--- config.mk ---
export PLATFORM = sky130hd
export DESIGN_NAME = dbr_shift_counter
export DESIGN_NICKNAME = d
export VERILOG_FILES = /design/src/rtl/dbr_pkg.sv /design/src/rtl/dbr_step_decode.sv /design/src/rtl/dbr_feedback.sv /design/src/rtl/dbr_shift_reg.sv /design/src/rtl/dbr_shift_counter.sv
export SDC_FILE = /design/constraint.sdc
export NUM_CORES = 1
export LEC_CHECK = 0
export ABC_CLOCK_PERIOD_IN_PS = 2400
export BUFFER_PORTS_ARGS = -buffer_cell sky130_fd_sc_hd__buf_2
export CAP_MARGIN = 20
export CORE_AREA = 2 2 39 41
export CTS_CLUSTER_SIZE = 25
export DETAILED_ROUTE_END_ITERATION = 8
export DIE_AREA = 0 0 41 43
export HOLD_SLACK_MARGIN = 0.12
export PLACE_DENSITY = 0.38
export SETUP_SLACK_MARGIN = 0.02
export SLEW_MARGIN = 15
export SYNTH_ARGS = -nofsm -noshare
export SYNTH_HDL_FRONTEND = slang
export SYNTH_SLANG_ARGS = --single-unit
export TNS_END_PERCENT = 10
--- constraint.sdc ---
create_clock -name clk -period 2.4 [get_ports clk]
set_clock_uncertainty 0.05 [all_clocks]
set_input_delay 0.12 -clock clk [delete_from_list [all_inputs] [get_ports clk]]
set_output_delay 0.12 -clock clk [all_outputs]
set_load 0.05 [all_outputs]
--- src/rtl/dbr_pkg.sv ---
package dbr_pkg;

   localparam int unsigned DBR_W   = 3;
   localparam int unsigned DBR_LEN = 1 << DBR_W;

   typedef logic [DBR_W-1:0] dbr_state_t;

   typedef enum logic [1:0] {
      STEP_HOLD = 2'b00,
      STEP_FWD  = 2'b01,
      STEP_BWD  = 2'b10
   } dbr_step_e;

   typedef enum logic {
      FB_FWD = 1'b0,
      FB_BWD = 1'b1
   } dbr_dir_e;

endpackage

--- src/rtl/dbr_step_decode.sv ---
module dbr_step_decode
   import dbr_pkg::*;
#(
   parameter bit UP_ONLY = 1'b0
) (
   input  logic      up,
   input  logic      down,
   output dbr_step_e step
);

   generate
      if (UP_ONLY) begin : g_fwd_only
         always_comb step = up ? STEP_FWD : STEP_HOLD;
      end else begin : g_both
         always_comb begin
            unique case ({up, down})
               2'b10:   step = STEP_FWD;
               2'b01:   step = STEP_BWD;
               default: step = STEP_HOLD;
            endcase
         end
      end
   endgenerate

endmodule

--- src/rtl/dbr_feedback.sv ---
module dbr_feedback
   import dbr_pkg::*;
#(
   parameter dbr_dir_e DIR = FB_FWD
) (
   input  dbr_state_t cur,
   output logic       fb
);

   generate
      if (DIR == FB_FWD) begin : g_fwd
         always_comb begin
            unique case (cur)
               3'b000, 3'b010, 3'b011, 3'b101: fb = 1'b1;
               default:                        fb = 1'b0;
            endcase
         end
      end else begin : g_bwd
         always_comb begin
            unique case (cur)
               3'b000, 3'b011, 3'b100, 3'b110: fb = 1'b1;
               default:                        fb = 1'b0;
            endcase
         end
      end
   endgenerate

endmodule

--- src/rtl/dbr_shift_reg.sv ---
module dbr_shift_reg
   import dbr_pkg::*;
#(
   parameter dbr_state_t RESET_STATE = '0
) (
   input  logic       clk,
   input  logic       rst,
   input  dbr_step_e  step,
   input  logic       fb_fwd,
   input  logic       fb_bwd,
   output dbr_state_t q
);

   dbr_state_t nxt;

   always_comb begin
      unique case (step)
         STEP_FWD: nxt = {q[DBR_W-2:0], fb_fwd};
         STEP_BWD: nxt = {fb_bwd, q[DBR_W-1:1]};
         default:  nxt = q;
      endcase
   end

   always_ff @(posedge clk) begin
      if (rst) q <= RESET_STATE;
      else     q <= nxt;
   end

endmodule

--- src/rtl/dbr_shift_counter.sv ---
module dbr_shift_counter
   import dbr_pkg::*;
#(
   parameter bit         UP_ONLY     = 1'b0,
   parameter dbr_state_t RESET_STATE = '0
) (
   input  logic             clk,
   input  logic             rst,
   input  logic             up,
   input  logic             down,
   output logic [DBR_W-1:0] state
);

   generate
      if (DBR_W != 3) begin : g_bad_width
         $error("dbr_shift_counter: feedback tables are built for a 3-bit register");
      end
      if (DBR_LEN != 8) begin : g_bad_len
         $error("dbr_shift_counter: period must equal 2**width");
      end
   endgenerate

   dbr_step_e  step;
   dbr_state_t q;
   logic       fb_fwd;
   logic       fb_bwd;

   dbr_step_decode #(.UP_ONLY(UP_ONLY)) u_dec (
      .up   (up),
      .down (down),
      .step (step)
   );

   dbr_feedback #(.DIR(FB_FWD)) u_fb_fwd (
      .cur (q),
      .fb  (fb_fwd)
   );

   generate
      if (UP_ONLY) begin : g_no_bwd
         assign fb_bwd = 1'b0;
      end else begin : g_bwd
         dbr_feedback #(.DIR(FB_BWD)) u_fb_bwd (
            .cur (q),
            .fb  (fb_bwd)
         );
      end
   endgenerate

   dbr_shift_reg #(.RESET_STATE(RESET_STATE)) u_reg (
      .clk    (clk),
      .rst    (rst),
      .step   (step),
      .fb_fwd (fb_fwd),
      .fb_bwd (fb_bwd),
      .q      (q)
   );

   assign state = q;

endmodule

* After elaboration in Yosys (flattened, before gate mapping) *
Cells that the tools add are included.

word-level totals
  logic and storage cells = 18
  input port bits = 4
  bits in registers = 3
  output and inout port bits = 3

operators by class
  equal/unequal tests = 9
  reductions and logical operators = 4
  mux-type cells = 4

operators with widths
  kind                  number
  $eq A3 B3 Y1 const B  3
  $reduce_or A4 Y1      2
  $eq A3 B2 Y1 const B  2
  $pmux W3 S2           1
  $eq A2 B1 Y1 const B  2
  $eq A2 B2 Y1 const B  2
  $pmux W2 S2           1
  $logic_not A3 Y1      1
  $mux W1               2
  $reduce_bool A2 Y1    1

* Logic depth before layout (Yosys ltp) *
Gate-level depths: netlist (run 1).

  depth after elaboration = 4
  mapped depth = 5
  depth with buffers taken out = 5

* Cells and area by module *
A second synthesis (run 1) with hierarchy kept.

second synthesis, totals
  cells, all modules = 21
  area total of the unflattened synthesis = 211.5 um2

by module, submodules not included
  module           instances  seq. area each (um2)  area each (um2)  cells each
  dbr_shift_reg    1          60.1                  151.4            15
  dbr_feedback     2          0.0                   22.5             2
  dbr_step_decode  1          0.0                   15.0             2

* Least setup slack after synthesis (run 1) *
Ideal clock, no wire load.

  kind = flip-flop to flip-flop
  start point = register u_reg.q[0]
  end point = register u_reg.q[2]
  setup time = 0.122 ns
  path buffers = 0
  slack = 1.095 ns
  arrival time = 1.133 ns
  cell stages (with the launch flop) = 4
  required time = 2.228 ns
  path through = dfxtp_1 and2b_1 o221ai_1 a21oi_1

on the way
  cells in the longest elaborated chain, start to end = 4

RTL lines
  element                               RTL line             text
  start, declared                       dbr_shift_reg.sv:11  output dbr_state_t q
  start signal, assigned                dbr_shift_reg.sv:26  else q <= nxt;
  $eq A3 B2 Y1 (tied with other cells)  dbr_feedback.sv:20   unique case (cur)
  $reduce_or A4 Y1 *                    dbr_feedback.sv:20
  $mux W1 *                             dbr_feedback.sv:20
  $pmux W3 S2 *                         dbr_shift_reg.sv:17  unique case (step)

Every way passes the cells marked *; elsewhere a longest branch is shown, timed or not.
A chain may end at the register's enable or synchronous reset.

* Worst setup path in the final report (run 1) *
  start point = register u_reg.q[1]
  end point = output port state[1]

RTL lines
  element        RTL line                 text
  end, declared  dbr_shift_counter.sv:11  output logic [DBR_W-1:0] state

No word-level cell between the ends.

==> impl_metrics.py, run 1 <==
metrics = {
    "status": {
        "status": "finished, final reports clean",
    },
    "worst_setup_path": {
        "setup.worst_path.end_class": "output pin",
        "path_delay_family": "flip-flops",
        "cpPeakStageDelay_ns": 0.42,
        "crit_type": "flip-flop to output pin",
        "critPathRequiredTime_ns": 2.23,
        "cpMaxStageDelayCell": "dfxtp_1",
        "cp.arrival_ns": 0.96,
        "start_kind": "flip-flop",
        "crit_buf_inv": 1,
        "worstPathCellList": "buf_2",
        "path_max_fanout": 7,
    },
    "sta": {
        "worst_slew_pin_slew_ns": 0.250,
        "fin_crit_sh": 0.471,
        "rsz0062_at_grt": "false",
        "timing.fmax_ghz": 0.885,
        "finalSetupViolCount": 0,
        "finalCriticalPeriod_ns": 1.13,
        "hold_viol": 0,
        "drv_slew": 0,
        "whs_ns": 0.308,
        "fin_tns_setup_ns": 0,
        "slew_headroom": 0.834,
    },
    "routing": {
        "via_per_inst": 3.72,
        "drtAntennaViolNets": 0,
        "drt_iter0_markers": 2,
        "wl_per_cell_um": 8.44,
        "routed_wl_um": 422,
        "firstDrtPassIters": 3,
        "via_count": 186,
        "drc": 0,
    },
    "grt": {
        "grt_pass1_vias": 165,
        "grt_pass1_wl_um": 669,
        "overflow": 0,
        "grt_max_degree": 8,
        "grt_use_total": 0.0621,
        "antenna_found_initial": 0,
    },
    "cells_and_area": {
        "area_delta_synth_final_pct": 46.6,
        "reg_top3": "u_reg.q: 3 flops",
        "register_area_um2": 60.1,
        "regMostFlops": "u_reg.q",
        "largest_register_ffs": 3,
        "n_fill_cell": 160,
        "antenna_cells": 0,
        "final_area_um2": 272,
        "fin_util": 0.196,
        "layout.nets": 40,
        "stdcell_count": 50,
        "drive_gt1_frac": 0.294,
        "multi_input_area_um2": 118,
    },
    "clock_tree": {
        "root_buffer": "clkbuf_4",
        "cts_tree": "built",
        "clk_latency_ns": 0.23,
        "htreeDepth": 1,
        "clock_path_buffers": 2,
        "cts_setup_buffers": 0,
        "ctsHoldBuffers": 1,
        "cts_resized": 0,
        "clk_pin_slew_worst_paths_ns": 0.04,
        "numCtsBuffers": 3,
        "cts.sinks": 3,
    },
    "place": {
        "routabilityCongestion": 0.642,
        "port_buffers": 6,
        "place_inst": 45,
        "place_hpwl_um": 315,
        "dpl-instance-area_um2": 235,
    },
    "floorplanning": {
        "initial_core_util": 0.134,
        "rows": 14,
        "fp.dieW_um": 41,
        "core_mm2": 0.00138,
        "io_pins": 7,
        "dieArea_mm2": 0.00176,
        "die_y_um": 43,
    },
    "pwr": {
        "leakagePower_nw": 0.121,
        "p_per_area_mw_per_mm2": 707,
        "ir_worst_vdd_uv": 162,
    },
    "logic_synthesis": {
        "synth_edf_count": 0,
        "avgSynthCellArea_um2": 8.05,
        "synth_top_cell_by_area": "dfxtp_1",
        "syn_nets": 28,
        "async_reset_ff_frac": 0,
        "synth_seq_cells": 3,
        "synth_cell_type_count": 15,
        "synth_top_area_frac": 0.324,
        "ys_dominant_reg_cell": "dfxtp_1",
        "netlist_instances": 23,
        "netlist_area_um2": 185,
        "netlist_top_cells_area": "dfxtp_1 32%, ha_1 6.8%, nor2b_1 6.8%",
        "yosysWarningCount": 0,
        "synthTopCellsByCount": "3 x dfxtp_1, 3 x nand2_1",
        "synth_seq_area_share": 0.324,
    },
    "hold_path": {
        "min_path_type": "input pin to flip-flop",
    },
    "run": {
        "max-cap-violations": 0,
    },
}
-- worst min-delay path, delay by kind of cell --
family | cells | cell delay, ns
compound gates | 1 | 0.10
fa+ha+maj | 1 | 0.17
buf+inv | 1 | 0.08
simple gates | 1 | 0.08
-- power by group --
group / internal [W] / total (W) / switching, W
clock network: 0.0000623 / 0.0000881 / 0.0000259
logic: 0.0000162 / 0.0000437 / 0.0000275
registers: 0.0000543 / 0.0000600 / 0.00000575
-- final cells by class --
type / count / share of cell area
repair buffers: 7 / 0.147
inverters: 2 / 0.0276
flip-flops and latches: 3 / 0.221
well taps: 16 / 0.0737
clock buffers: 4 / 0.0968
multi-input cells: 18 / 0.433
-- final timing paths --
kind | startpoint | to | slack (ns) | depth (start not counted)
setup / recovery | u_reg.q[1]$_SDFFE_PP0P_ | state[1] | 1.27 | 1
hold reg to reg | u_reg.q[2]$_SDFFE_PP0P_ | u_reg.q[2]$_SDFFE_PP0P_ | 0.49 | 2
setup reg to reg | u_reg.q[0]$_SDFFE_PP0P_ | u_reg.q[2]$_SDFFE_PP0P_ | 1.38 | 3
hold / removal | down | u_reg.q[1]$_SDFFE_PP0P_ | 0.31 | 4
-- routing by layer --
| metal | track usage | up-vias | share of wire |
|---|---|---|---|
| met5 | 0 | - | 0 |
| met1 | 0.0863 | 79 | 0.54 |
| met2 | 0.0531 | 6 | 0.37 |
| met3 | 0.0314 | 0 | 0.083 |
| met4 | 0.0800 | 0 | 0 |
| li1 | - | 101 | - |
-- through the flow --
stage | power [W] | setup WS, ns
after floorplan | 0.0000918 | 1.10
after global placement | 0.000104 | 1.24
after detailed placement | 0.000103 | 1.25
after CTS | 0.000196 | 1.27
after global routing | 0.000205 | 1.23
final | 0.000192 | 1.27
-- cell families (layout without fill, tap and decap cells) --
kind of cell	count (synthesis)	after routing	synth area share
buf+inv	2	13	0.0406
compound gates	7	7	0.243
flops	3	3	0.324
mux	1	1	0.0608
fa+ha+maj	1	1	0.0676
simple gates	9	9	0.264
-- placed cells by master, fill, tap and decap left out --
master / instances
buf_2: 6
nand2_1: 3
clkbuf_4: 3
dfxtp_1: 3
inv_1: 2
o21ai_0: 2
a21oi_1: 2
nor2b_1: 2
nor2_1: 1
nand2b_1: 1
o211ai_1: 1
nor3b_1: 1
mux2_1: 1
a21oi_2: 1
and2b_1: 1
o221ai_1: 1
ha_1: 1
clkbuf_1: 1
dlygate4sd3_1: 1
Note: power is estimated with default switching activity, not from simulation.
==> inputs of run 2 (changes only) <==
--- a/config.mk
+++ b/config.mk
@@ -5,7 +5,8 @@
 export SDC_FILE = /design/constraint.sdc
 export NUM_CORES = 1
 export LEC_CHECK = 0
-export ABC_CLOCK_PERIOD_IN_PS = 2400
+export ABC_AREA = 1
+export ABC_CLOCK_PERIOD_IN_PS = 1000
 export BUFFER_PORTS_ARGS = -buffer_cell sky130_fd_sc_hd__buf_2
 export CAP_MARGIN = 20
 export CORE_AREA = 2 2 39 41
@@ -13,7 +14,7 @@
 export DETAILED_ROUTE_END_ITERATION = 8
 export DIE_AREA = 0 0 41 43
 export HOLD_SLACK_MARGIN = 0.12
-export PLACE_DENSITY = 0.38
+export PLACE_DENSITY = 0.39
 export SETUP_SLACK_MARGIN = 0.02
 export SLEW_MARGIN = 15
 export SYNTH_ARGS = -nofsm -noshare
==> constraint.sdc (replaced) <==
create_clock -name clk -period 1 [get_ports clk]
set_clock_uncertainty 0.05 [all_clocks]
set_input_delay 0.05 -clock clk [delete_from_list [all_inputs] [get_ports clk]]
set_output_delay 0.05 -clock clk [all_outputs]
set_load 0.05 [all_outputs]
==> run 2 against run 1 <==
Non-clock buffer count stayed put. Clock power rose by 130%. Largest power group unchanged. Global-route usage unchanged. Register-to-register slack got worse by 1.3 ns. Die area stayed put. Largest cell class unchanged.
==> impl_metrics.py, run 2 <==
metrics = {
    "sta": {
        "finalSetupViolCount": 0,
        "worst_slew_pin_slew_ns": 0.248,
        "fin_tns_setup_ns": 0,
        "slew_headroom": 0.836,
        "setup_ws_ns": 0.0709,
        "hold_viol": 0,
        "finalCriticalPeriod_ns": 0.929,
        "timing.fmax_ghz": 1.08,
        "drv_slew": 0,
        "fin_crit_sh": 0.929,
        "rsz0062_at_grt": "false",
        "whs_ns": 0.194,
    },
    "floorplanning": {
        "fp.dieW_um": 41,
        "io_pins": 7,
        "rows": 14,
        "dieArea_mm2": 0.00176,
        "die_y_um": 43,
        "initial_core_util": 0.139,
        "core_mm2": 0.00138,
    },
    "pwr": {
        "ir_worst_vdd_uv": 440,
        "p_per_area_mw_per_mm2": 1760,
        "leakagePower_nw": 0.163,
    },
    "clock_tree": {
        "cts_tree": "built",
        "clock_path_buffers": 2,
        "cts.sinks": 3,
        "htreeDepth": 1,
        "cts_setup_buffers": 0,
        "clk_pin_slew_worst_paths_ns": 0.03,
        "clk_latency_ns": 0.23,
        "root_buffer": "clkbuf_4",
        "numCtsBuffers": 3,
    },
    "logic_synthesis": {
        "yosysMostFrequentCell": "inv_1",
        "avgSynthCellArea_um2": 6.02,
        "synth_edf_count": 0,
        "synth_seq_area_share": 0.312,
        "synth_top_area_frac": 0.312,
        "synth_cell_type_count": 10,
        "async_reset_ff_frac": 0,
        "netlist_area_um2": 193,
        "synth_top_cell_by_area": "dfxtp_1",
        "syn_nets": 37,
        "yosysWarningCount": 0,
        "netlist_top_cells_area": "dfxtp_1 31%, inv_1 18%, nand2_1 14%",
        "synth_seq_cells": 3,
        "synthTopCellsByCount": "9 x inv_1, 7 x nand2_1, 3 x dfxtp_1, 3 x nand3_1, 3 x o21ai_0",
        "netlist_instances": 32,
        "ys_dominant_reg_cell": "dfxtp_1",
    },
    "grt": {
        "grt_pass1_wl_um": 676,
        "overflow": 0,
        "grt_max_degree": 6,
        "grt_use_total": 0.0621,
        "grt_pass1_vias": 205,
        "antenna_found_initial": 0,
    },
    "cells_and_area": {
        "antenna_cells": 0,
        "largest_register_ffs": 3,
        "mostFrequentLayoutCells": "9 x inv_1, 7 x nand2_1, 5 x buf_2",
        "regMostFlops": "u_reg.q",
        "layout.nets": 49,
        "final_common_cell": "inv_1",
        "drive_gt1_frac": 0.302,
        "area_delta_synth_final_pct": 48.1,
        "reg_top3": "u_reg.q: 3 flops",
        "final_area_um2": 285,
    },
    "worst_setup_path": {
        "cpPeakStageDelay_ns": 0.36,
        "cpMaxStageDelayCell": "dfxtp_2",
        "setup.worst_path.end_class": "output pin",
        "rr_startpoint": "u_reg.q[0]$_SDFFE_PP0P_",
        "crit_type": "flip-flop to output pin",
        "worstPathCellList": "clkbuf_4",
        "cp.arrival_ns": 0.83,
        "path_max_fanout": 5,
        "path_delay_family": "flip-flops",
        "crit_buf_inv": 1,
        "start_kind": "flip-flop",
        "critPathRequiredTime_ns": 0.90,
        "critPathLaunch": "u_reg.q[2]$_SDFFE_PP0P_",
    },
    "place": {
        "dpl-instance-area_um2": 246,
        "port_buffers": 6,
        "pre_cts_ws_ns": 0.0470,
        "routabilityCongestion": 0.714,
        "place_hpwl_um": 333,
    },
    "hold_path": {
        "min_path_type": "input pin to flip-flop",
        "min_from": "down",
    },
    "run": {
        "max-cap-violations": 0,
    },
    "routing": {
        "drtAntennaViolNets": 0,
        "routed_wl_um": 401,
        "drt_iter0_markers": 8,
        "via_count": 215,
        "via_per_inst": 3.64,
        "wl_per_cell_um": 6.80,
        "drc": 0,
        "firstDrtPassIters": 2,
    },
    "status": {
        "status": "finished, final reports clean",
    },
}
run 2: changes by cell type after synthesis, moves of 2 or more:
cell / delta
nand2_1: +4
nand3_1: +3
nor2b_1: -2
inv_1: +7
run 2: stage by stage:
stage                     cells   util  power, W
after floorplan              32      -  0.000260
after global placement       54  0.178  0.000296
after detailed placement     54  0.178  0.000294
after CTS                    59  0.204  0.000515
after global routing         59  0.206  0.000547
final                        59  0.206  0.000502
run 2: cell families (layout without fill, tap and decap cells):
group | count (synthesis) | count (layout) | synth area share
simple gates | 14 | 14 | 0.318
buf+inv | 9 | 20 | 0.175
flops | 3 | 3 | 0.312
fa+ha+maj | 1 | 1 | 0.0649
compound gates | 5 | 5 | 0.130
run 2: report_power, final:
part           switching (W)  internal [W]
combinational      0.0000984     0.0000458
sequential         0.0000143      0.000138
clock              0.0000565      0.000149
run 2: cell type report:
| class | count | area [um2] |
|---|---|---|
| timing repair buffer | 7 | 42.5 |
| multi-input combinational | 20 | 98.8 |
| inverter | 9 | 33.8 |
| sequential | 3 | 63.8 |
| clock buffer | 4 | 26.3 |
| fill | 171 | 1100 |
| tap | 16 | 20.0 |
run 2: path summary, 6_finish.rpt:
kind	endpoint	slack, ns	cells after the start
worst max-delay path	state[2]	0.07	1
worst max register to register	u_reg.q[2]$_SDFFE_PP0P_	0.11	7
worst min register to register	u_reg.q[0]$_SDFFE_PP0P_	0.54	4
worst min-delay path	u_reg.q[1]$_SDFFE_PP0P_	0.19	4
run 2: routing by layer:
metal | up-vias | global-route usage | share of wire
met3 | 0 | 0.0157 | 0.050
met5 | - | 0 | 0
li1 | 120 | - | -
met2 | 4 | 0.0781 | 0.51
met4 | 0 | 0.100 | 0
met1 | 91 | 0.0607 | 0.44
run 2: timing repair:
| action | in CTS | in global routing |
|---|---|---|
| hold buffers | 1 | 0 |
| resized for setup | 0 | 1 |
| endpoints found under the setup margin | 0 | 1 |
| endpoints found under the hold margin | 3 | 0 |
